$ cat src/rtl/exc_gate_pkg.sv
package exc_gate_pkg;
  localparam int CLS_W = 2;

  typedef enum logic [CLS_W-1:0] {
    CLS_NORMAL = 2'd0,
    CLS_DBR    = 2'd1,
    CLS_REGXF  = 2'd2,
    CLS_RSVD   = 2'd3
  } dec_cls_t;

  typedef enum logic [1:0] {
    BLK_NONE  = 2'd0,
    BLK_SLOT  = 2'd1,
    BLK_NOIRQ = 2'd2
  } blk_t;
endpackage

$ cat src/rtl/exc_pend_latch.sv
module exc_pend_latch #(
  parameter bit STICKY = 1'b1
) (
  input  logic clk,
  input  logic rst,
  input  logic req,
  input  logic take,
  output logic pend,
  output logic avail
);
  generate
    if (STICKY) begin : g_sticky
      always_ff @(posedge clk) begin
        if (rst) pend <= 1'b0;
        else     pend <= (pend | req) & ~take;
      end
      assign avail = pend | req;

      // a latched request survives until taken
      a_r4_held_until_taken: assert property (@(posedge clk) disable iff (rst)
        (pend && !take) |=> pend);
    end else begin : g_level
      always_ff @(posedge clk) begin
        if (rst) pend <= 1'b0;
        else     pend <= req & ~take;
      end
      assign avail = req;

      // a withdrawn request does not stay pending
      a_r5_drop_on_release: assert property (@(posedge clk) disable iff (rst)
        !req |=> !pend);
    end
  endgenerate
endmodule

$ cat src/rtl/exc_block_tracker.sv
module exc_block_tracker
  import exc_gate_pkg::*;
(
  input  logic             clk,
  input  logic             rst,
  input  logic             dec_valid,
  input  logic [CLS_W-1:0] dec_class,
  input  logic             taken,
  output blk_t             blk,
  output logic             slot_fault
);
  logic is_dbr;
  assign is_dbr = (dec_class == CLS_DBR);

  always_ff @(posedge clk) begin
    if (rst) begin
      blk        <= BLK_NONE;
      slot_fault <= 1'b0;
    end else begin
      slot_fault <= dec_valid & is_dbr & (blk == BLK_SLOT);
      if (dec_valid) begin
        if (taken) begin
          blk <= BLK_NONE;
        end else begin
          case (dec_class)
            CLS_DBR:   blk <= (blk == BLK_SLOT) ? BLK_NONE : BLK_SLOT;
            CLS_REGXF: blk <= BLK_NOIRQ;
            default:   blk <= BLK_NONE;
          endcase
        end
      end
    end
  end

  // a branch inside a slot never opens another slot
  a_r8_no_nested_slot: assert property (@(posedge clk) disable iff (rst)
    (dec_valid && blk == BLK_SLOT) |=> (blk != BLK_SLOT));
  // idle cycles keep the window
  a_r7_idle_keeps_window: assert property (@(posedge clk) disable iff (rst)
    !dec_valid |=> $stable(blk));
endmodule

$ cat src/rtl/exc_accept_gate.sv
module exc_accept_gate
  import exc_gate_pkg::*;
#(
  parameter int LVL_W = 4
) (
  input  logic             clk,
  input  logic             rst,
  input  logic             dec_valid,
  input  logic [CLS_W-1:0] dec_class,
  input  logic             aerr_req,
  input  logic             irq_req,
  input  logic [LVL_W-1:0] irq_level,
  output logic             take_aerr,
  output logic             take_irq,
  output logic [LVL_W-1:0] take_level,
  output logic             aerr_pending,
  output logic             irq_pending,
  output logic             slot_fault
);
  blk_t blk;
  logic aerr_av, irq_av;
  logic take_a_n, take_i_n;

  exc_pend_latch #(.STICKY(1'b1)) u_aerr (
    .clk(clk), .rst(rst), .req(aerr_req), .take(take_a_n),
    .pend(aerr_pending), .avail(aerr_av)
  );

  exc_pend_latch #(.STICKY(1'b0)) u_irq (
    .clk(clk), .rst(rst), .req(irq_req), .take(take_i_n),
    .pend(irq_pending), .avail(irq_av)
  );

  exc_block_tracker u_blk (
    .clk(clk), .rst(rst), .dec_valid(dec_valid), .dec_class(dec_class),
    .taken(take_a_n | take_i_n), .blk(blk), .slot_fault(slot_fault)
  );

  // address error is blocked only by a delay slot; interrupt by any shadow
  assign take_a_n = dec_valid & aerr_av & (blk != BLK_SLOT);
  assign take_i_n = dec_valid & irq_av & (blk == BLK_NONE) & ~take_a_n;

  always_ff @(posedge clk) begin
    if (rst) begin
      take_aerr  <= 1'b0;
      take_irq   <= 1'b0;
      take_level <= '0;
    end else begin
      take_aerr  <= take_a_n;
      take_irq   <= take_i_n;
      take_level <= take_i_n ? irq_level : '0;
    end
  end

  // nothing is taken in a delay slot
  a_r2_slot_blocks_all: assert property (@(posedge clk) disable iff (rst)
    (dec_valid && blk == BLK_SLOT) |=> (!take_aerr && !take_irq));
  // no interrupt right after a register transfer
  a_r3_regxf_blocks_irq: assert property (@(posedge clk) disable iff (rst)
    (dec_valid && blk == BLK_NOIRQ) |=> !take_irq);
  // never both at once
  a_r6_single_take: assert property (@(posedge clk) disable iff (rst)
    !(take_aerr && take_irq));
  // a take follows a valid decode
  a_r7_take_needs_decode: assert property (@(posedge clk) disable iff (rst)
    (take_aerr || take_irq) |-> $past(dec_valid));
  // level is zero when no interrupt is taken
  a_r9_level_quiet: assert property (@(posedge clk) disable iff (rst)
    !take_irq |-> (take_level == '0));
endmodule

$ cat config.mk
export PLATFORM = sky130hd
export DESIGN_NAME = exc_accept_gate
export DESIGN_NICKNAME = d
export VERILOG_FILES = /design/src/rtl/exc_gate_pkg.sv /design/src/rtl/exc_pend_latch.sv /design/src/rtl/exc_block_tracker.sv /design/src/rtl/exc_accept_gate.sv
export SDC_FILE = /design/constraint.sdc
export NUM_CORES = 1
export LEC_CHECK = 0
export BUFFER_PORTS_ARGS = -buffer_cell sky130_fd_sc_hd__buf_2
export CORE_AREA = 2 2 39 41
export CTS_CLUSTER_DIAMETER = 120
export DETAILED_ROUTE_END_ITERATION = 10
export DIE_AREA = 0 0 41 43
export GPL_TIMING_DRIVEN = 0
export PLACE_DENSITY_LB_ADDON = 0.25
export REMOVE_ABC_BUFFERS = 1
export SYNTH_ARGS = -nofsm -noshare
export SYNTH_HDL_FRONTEND = slang
export SYNTH_SLANG_ARGS = --single-unit
$ cat constraint.sdc
create_clock -name clk -period 1.6 [get_ports clk]
set_clock_uncertainty 0.1 [all_clocks]
set_input_delay 0.16 -clock clk [delete_from_list [all_inputs] [get_ports clk]]
set_output_delay 0.16 -clock clk [all_outputs]
set_load 0.05 [all_outputs]
==> results by group <==
Clock tree
  – Post CTS Setup Buffer Count: 0
  – Clock Latency Late Sink: roughly 0.26 ns
  – Clock sink count: 11
  – CTS max path bufs: 2
  – Clock Pin Slew Worst Setup and Hold Paths: roughly 0.070 ns
  – CTS tree: done
  – Cts bufs inserted: 3
  – CTS root buffer: clkbuf_4
  – Htree depth: 1

Min path
  – Worst Hold Depth: 2
  – Hold endpoint: u_irq.pend
  – Worst Hold Class: primary input to flop
  – HP Start: irq_req

Final layout
  – Finished Core Util: a little over two fifths
  – Antenna cells: 0
  – Layout Nets: 74
  – Multi-input logic area: between 150 and 200 um^2
  – Share of layout cells above drive strength 1: between 40% and 50%
  – Storage element area: 220 um^2
  – Syn-to-layout area delta: 45.5%
  – Filler Cell Count: about 140

Floorplanning
  – Core area: 1380 um^2
  – Die ar.: 1760 um^2
  – Die Span Y: between 40 and 50 um
  – Starting Density: between 20 and 30%
  – FP Rows: 14
  – Die width: 41 um
  – # IOs: 20

Global routing
  – Vias in the first global route: a little under 300
  – Gr usage total: a little over 10%
  – GR peak layer: met1
  – M3 GR Usage: 4.71%
  – Met1 Use GR: approximately 14%
  – Largest net degree at the start of global routing: 9
  – Met2 GRT Util: between 10% and 20%
  – First-pass GRT wire length: between 1000 and 1500 um
  – GRT Residual Overflow: 0
  – Antenna violations before repair: 0

Place
  – Dpl ws: 0.411 ns
  – Port bufs: 19
  – Final Wtd Congestion: 0.731

Critical path
  – Critical Path Max Stage Delay: between 0.4 and 0.5 ns
  – CP required: 1.34 ns
  – Reg2Reg Capture Point: take_level[0]
  – CP max FO: 5
  – Internal reg-to-reg setup slack: around 0.42 ns
  – RR Startpoint: u_blk.blk[0]
  – Buf/Inv on CP: 1
  – Arr. time, crit path: between 1 and 1.5 ns
  – WS Path Type: flop to output port
  – Worst R2R Path Depth: 3
  – CP Cell Sequence: buf_2
  – Slowest library cell on the worst path: dfxtp_1
  – Critical path startpoint category: flop
  – CP top delay family: flip-flops
  – Setup crit end kind: output port

Routing
  – Via count: about 340
  – ANT nets after route: 0
  – Initial DRC count: 14
  – Remaining routing DRC violations: 0
  – Router iterations before antenna repair: 4
  – Avg WL per Cell: about 9.6 um
  – Routed WL: 752 um
  – Number of vias per cell: roughly 4.4

Power
  – Sw Ratio: ~26%
  – Sequential Power Share: a little over half
  – Pleak: 0.264 nW
  – Comb pwr share: 14.4%
  – P per Cell Area: 949 nW/um^2
  – Int Power: around 0.41 mW
  – Clock group share of total power: around 34%
  – Peak supply drop: a little under 0.4 mV
  – Sw power: 0.141 mW
  – Total power: approximately 0.55 mW

Logic synthesis
  – Cells after synthesis: 35
  – Largest family of logic cells by synthesized area: simple AND/OR/NAND/NOR gates
  – Post-synthesis instance area: around 400 um^2
  – Simple-gate share of the synthesized area: approximately 29%
  – Complex-gate fraction of the synthesized area: between 10% and 20%
  – XOR/XNOR share of the synthesized area: 0%
  – Post-synthesis adder-cell area fraction: 0%
  – Post-synthesis mux area share: 0%
  – FF+latch count, synth: 11
  – Number of warnings issued by yosys: 0
  – Seq/Total Area, Yosys: a little under three fifths
  – Avg Cell Area, Syn: roughly 11 um^2
  – Distinct cells, synth: 17

Timing
  – RSZ-0062 raised after global routing: no
  – Fmax: approximately 780 MHz
  – Final min period: 1.28 ns
  – Tcrit/Tclk final: 80.3%
  – Final setup margin: 0.316 ns
  – Final TNS setup: 0 ns
  – Final Max Slew Viols: 0
  – Final setup fails: 0
  – Worst slew margin: 80.9%
  – Fin. Hold Viols: 0
  – Slew @ Worst Pin: about 0.28 ns

Status
  – Status: finished, final reports clean

Flow run
  – Max_cap viols: 0
registers in the layout, summed over array words and instances, names as in the netlist:
register,count
u_blk.slot_fault,1
u_irq.pend,1
take_level,4
take_irq,1
take_aerr,1
u_blk.blk,2
u_aerr.pend,1
layout make-up:
cell class,count,area share [%]
flip-flops and latches,11,37.9
repair buffers,23,23.3
multi-input cells,21,28.9
inverters,3,1.94
clock buffers,4,4.53
well taps,16,3.45
kinds of logic after synthesis:
kind of cell | count (synthesis)
AND/OR/NAND/NOR | 16
AO/OA/AOI/OAI | 5
flip-flops | 11
buffers and inverters | 3
layer usage:
| metal | part of all wire (%) | vias up |
|---|---|---|
| li1 | - | 184 |
| met1 | 45 | 138 |
| met2 | 43 | 20 |
| met3 | 11 | 0 |
| met4 | 0 | 0 |
| met5 | 0 | - |
stage by stage:
stage | hold slack [ns] | cell area [um^2] | cells
6_report | 0.0553 | 581 | 78
2_1_floorplan | 0.133 | 399 | 35
5_1_grt | 0.0419 | 581 | 78
4_1_cts | 0.0477 | 581 | 78
3_3_place_gp | 0.263 | 514 | 70
3_5_place_dp | 0.263 | 514 | 70
cells in the mapped netlist, drive strengths merged:
master / n / area [um^2]
or3: 1 / 6.26
nand4bb: 1 / 16.3
nor2: 2 / 7.51
a211oi: 1 / 7.51
o32ai: 2 / 25.0
nand3: 1 / 5.00
nor2b: 1 / 6.26
nor3: 1 / 5.00
o311a: 2 / 20.0
inv: 3 / 11.3
dfxtp: 11 / 220
nand2: 1 / 3.75
nand4: 1 / 6.26
and2: 4 / 25.0
nor4: 1 / 21.3
nand2b: 2 / 12.5
how the worst max path moves through the flow:
stage                            start            end  slack [ns]  cells after the start
after global placement    u_blk.blk[0]  take_level[0]        0.42                      3
after CTS                  u_aerr.pend   aerr_pending        0.31                      1
after global routing       u_aerr.pend   aerr_pending        0.27                      1
after detailed placement  u_blk.blk[0]  take_level[0]        0.41                      3
after floorplan            u_aerr.pend   u_blk.blk[0]        0.26                      2
final                      u_aerr.pend   aerr_pending        0.32                      1
power groups by stage:
stage / combinational (mW) / sequential [mW] / clock (mW)
5_1_grt: 0.0849 / 0.288 / 0.214
2_1_floorplan: 0.0212 / 0.315 / 0
6_report: 0.0795 / 0.287 / 0.185
3_5_place_dp: 0.0721 / 0.293 / 0
3_3_place_gp: 0.0723 / 0.293 / 0
4_1_cts: 0.0797 / 0.287 / 0.192
cell usage in the layout, fill, tap and decap left out, types with 2 or more instances in the layout:
cell type / count
and2_1: 4
buf_2: 19
dlygate4sd3_1: 4
inv_1: 3
nand2b_1: 2
dfxtp_1: 11
clkbuf_4: 3
o311a_1: 2
nor2_1: 2
what timing repair did:
action	4_1_cts	5_1_grt
hold buffers	4	0
gates resized for setup	0	0
endpoints found under the hold margin	4	0
No activity file was read; power rests on OpenSTA's default activity.
